$ cat config.mk
export PLATFORM = sky130hd
export DESIGN_NAME = rotr_unit
export DESIGN_NICKNAME = d
export VERILOG_FILES = /design/src/rtl/rotr_unit.sv
export SDC_FILE = /design/constraint.sdc
export NUM_CORES = 1
export LEC_CHECK = 0
export ABC_AREA = 1
export BUFFER_PORTS_ARGS = -buffer_cell sky130_fd_sc_hd__buf_4
export CAP_MARGIN = 20
export CORE_ASPECT_RATIO = 1.4
export CORE_MARGIN = 2
export CORE_UTILIZATION = 26
export DETAILED_ROUTE_END_ITERATION = 16
export SLEW_MARGIN = 20
export SYNTH_ARGS = -nofsm -noshare
export SYNTH_HDL_FRONTEND = slang
export SYNTH_SLANG_ARGS = --single-unit
$ cat constraint.sdc
create_clock -name vclk -period 5.1
set_input_delay 0.255 -clock vclk [all_inputs]
set_output_delay 0.255 -clock vclk [all_outputs]
set_load 0.05 [all_outputs]
$ cat src/rtl/rotr_unit.sv
module rotr_unit #(
  parameter int          XLEN = 64,
  parameter logic [4:0]  MARK = 5'b00001
) (
  input  logic [31:0]     instr,
  input  logic [XLEN-1:0] rs_val,
  input  logic [XLEN-1:0] rt_val,
  output logic            rot_valid,
  output logic            wr_en,
  output logic [4:0]      dst_idx,
  output logic [XLEN-1:0] result
);
  localparam int HALF = XLEN / 2;
  localparam int SHW  = $clog2(XLEN);
  localparam int SHH  = $clog2(HALF);

  typedef enum logic [2:0] {K_NONE, K_IMM32, K_VAR32, K_IMM64, K_HI64, K_VAR64} kind_t;

  wire [5:0] op = instr[31:26];
  wire [5:0] fn = instr[5:0];
  wire [4:0] fs = instr[25:21];
  wire [4:0] sa = instr[10:6];
  wire       unused_bits = ^{rs_val[XLEN-1:SHW], instr[20:16]};

  kind_t          kind;
  logic [SHW-1:0] amt;

  always_comb begin
    kind = K_NONE;
    if (op == 6'b000000) begin
      case (fn)
        6'b000010: if (fs == MARK) kind = K_IMM32;
        6'b000110: if (sa == MARK) kind = K_VAR32;
        6'b111010: if (fs == MARK) kind = K_IMM64;
        6'b111110: if (fs == MARK) kind = K_HI64;
        6'b010110: if (sa == MARK) kind = K_VAR64;
        default:   kind = K_NONE;
      endcase
    end
  end

  always_comb begin
    case (kind)
      K_IMM32: amt = SHW'(sa);
      K_VAR32: amt = SHW'(rs_val[SHH-1:0]);
      K_IMM64: amt = SHW'(sa);
      K_HI64:  amt = SHW'(sa) + SHW'(HALF);
      K_VAR64: amt = rs_val[SHW-1:0];
      default: amt = '0;
    endcase
  end

  wire              is32  = (kind == K_IMM32) || (kind == K_VAR32);
  wire [HALF-1:0]   lo    = rt_val[HALF-1:0];
  wire [XLEN-1:0]   dbl32 = {lo, lo} >> amt[SHH-1:0];
  wire [2*XLEN-1:0] dbl64 = {rt_val, rt_val} >> amt;
  wire [HALF-1:0]   r32   = dbl32[HALF-1:0];
  wire [XLEN-1:0]   r64   = dbl64[XLEN-1:0];

  assign rot_valid = (kind != K_NONE);
  assign dst_idx   = instr[15:11];
  assign wr_en     = rot_valid && (dst_idx != 5'd0);
  assign result    = !rot_valid ? '0 :
                     is32       ? {{HALF{r32[HALF-1]}}, r32} : r64;
endmodule

==> run summary <==
status - complete, no violations
fillers - 2911
Hold Crit Class - input pin to output pin
Die ar. - 26200 sq um
Design Power - 0.317 mW
Max Clock Freq - 0.235 GHz
Final Net Count - 1729
vias per cell - 5.47
setup ws final - 0.842 ns
first drt pass iteration count - 6
worst IR drop on VDD - 0.0216 mV
CP Data Required Time - 4.85 ns
Final Cell Area - 7850 sq um
Synth top cells by count - nand2_1 (652), nand3_1 (534), nor2_1 (84), inv_1 (64), clkbuf_1 (45)
Mapped Nets - 1637
Post-CTS Setup Bufs - 0
FF+latch count - 0
crit path time final - 4.26 ns
# Max-Cap Violations - 0
share of cells above drive strength 1 - 13.8%
Synth top area share - 41.4%
ranking of synthesized cells by area - nand3_1 (41%), nand2_1 (38%), nor2_1 (4.9%), inv_1 (3.7%), clkbuf_1 (2.6%)
port bufs - 168
Slew Limit Fails - 0
setup TNS - 0 ns
post-route insts no fill - 1882
Final setup viols - 0
power per cell area - 40.4 nW/um^2
Yosys warning count - 0
RD Place Congestion - 1.04
Final Util - 31.9%
Hold Vio Cnt, Final - 0
Die X - 137 um
Syn Area/Cell - 4.38 sq um
Synth cell types - 25
Ports - 231
Routed WL - 34800 um
worst hold slack - 0.776 ns
largest net degree at the start of global routing - 66
Cell Area, Synth - 6460 sq um
Layout clock buffers - 0
placed cell area - 7850 sq um
DR vias - 10.3k
n_diodes - 0
crit start category - input pin
Detail Placement HPWL - 28400 um
CP Class - input pin to output pin
Synth area leader - nand3_1
initial antenna violation count - 0
Worst setup EP type - output pin
Iteration-0 DRC Markers - 1153
Mapped Cells - 1477
post-place setup slack - 0.935 ns
RSZ-0062 raised after global routing - false
initial core utilization - 26.3%
Final period util - 83.5%
post-route ant nets - 0
storage element area - 0 sq um
first-pass GRT wire length - 52000 um
vias in the first global route - 9422
crit-path max FO - 34
placed cell count - 1882
Row Count - 68
DRC - 0
core area - 24600 sq um
Leak Pwr - 4.37 nW
All-Layer GR Usage - 25.5%
Hold Buf Count CTS - 0
Critical Path AT - 4.00 ns
post-synthesis sequential area ratio - 0%
area grow syn2layout - 21.4%
most common cell in the netlist - nand2_1
total gr overflow - 0
post-DR wirelength/cell - 18.5 um
Tightest Pin Transition - 0.880 ns
Post-CTS Resized - 0
Vert. Die Dim - 191 um
relative slew slack - 41.3%
## area by class of cell
class	count	area [sq um]	area share (%)
inverters	70	263	3.35
multi-input cells	1308	5760	73.4
well taps	315	394	5.02
repair buffers	189	1430	18.2
## where the power goes
part | leakage [nW] | internal, mW | switching [mW] | total [mW]
clock network | 0 | 0 | 0 | 0
logic | 4.37 | 0.121 | 0.196 | 0.317
registers | 0 | 0 | 0 | 0
total | 4.37 | 0.121 | 0.196 | 0.317
## kinds of logic (layout without fill, tap and decap cells)
group                  count (synthesis)  count (layout)  synth area share (%)
buffers and inverters                169             259                  11.4
and+or+nand+nor                     1298            1298                  87.2
AOI/OAI and AO/OA                     10              10                  1.36
## final timing paths
path | from | end | slack (ns) | cells after the start
setup / recovery | instr[3] | result[32] | 0.84 | 24
hold / removal | instr[15] | dst_idx[4] | 0.78 | 2
## layout by cell type, fill, tap and decap left out, drive strengths merged, types with 2 or more instances in the layout
cell type and instances:
a21oi 3, nor3 2, nand3 534, inv 69, o22ai 4, nand4 6, o21ai 3, nand2 664
nand3b 6, nor2 85, buf 189
## per-layer routing
| metal | vias to the layer above | GRT usage, % | wire, um |
|---|---|---|---|
| met3 | 76 | 1.62 | 2630 |
| met4 | 0 | 9.71 | 1670 |
| met2 | 525 | 44.4 | 16500 |
| li1 | 5020 | - | - |
| met5 | - | 0 | 0 |
| met1 | 4682 | 32.4 | 13900 |
## critical path, stage by stage
cell     delay [ns]
buf_4          0.13
nor2_1         0.15
nand2_1        0.07
nand2_1        0.08
nand2_1        0.09
a21oi_4        0.25
nand4_1        0.24
nand2_2        0.20
nand2_4        0.25
nand2_4        0.38
nand2_1        0.15
nand2_1        0.11
nand2_1        0.05
nand2_1        0.09
nand2_1        0.06
nand2_1        0.21
nand2_1        0.08
nand2_1        0.11
nand2_1        0.05
nand2_1        0.08
nand2_1        0.06
nand2_2        0.48
nor2_1         0.12
buf_4          0.22
(Power assumes the default switching activity.)
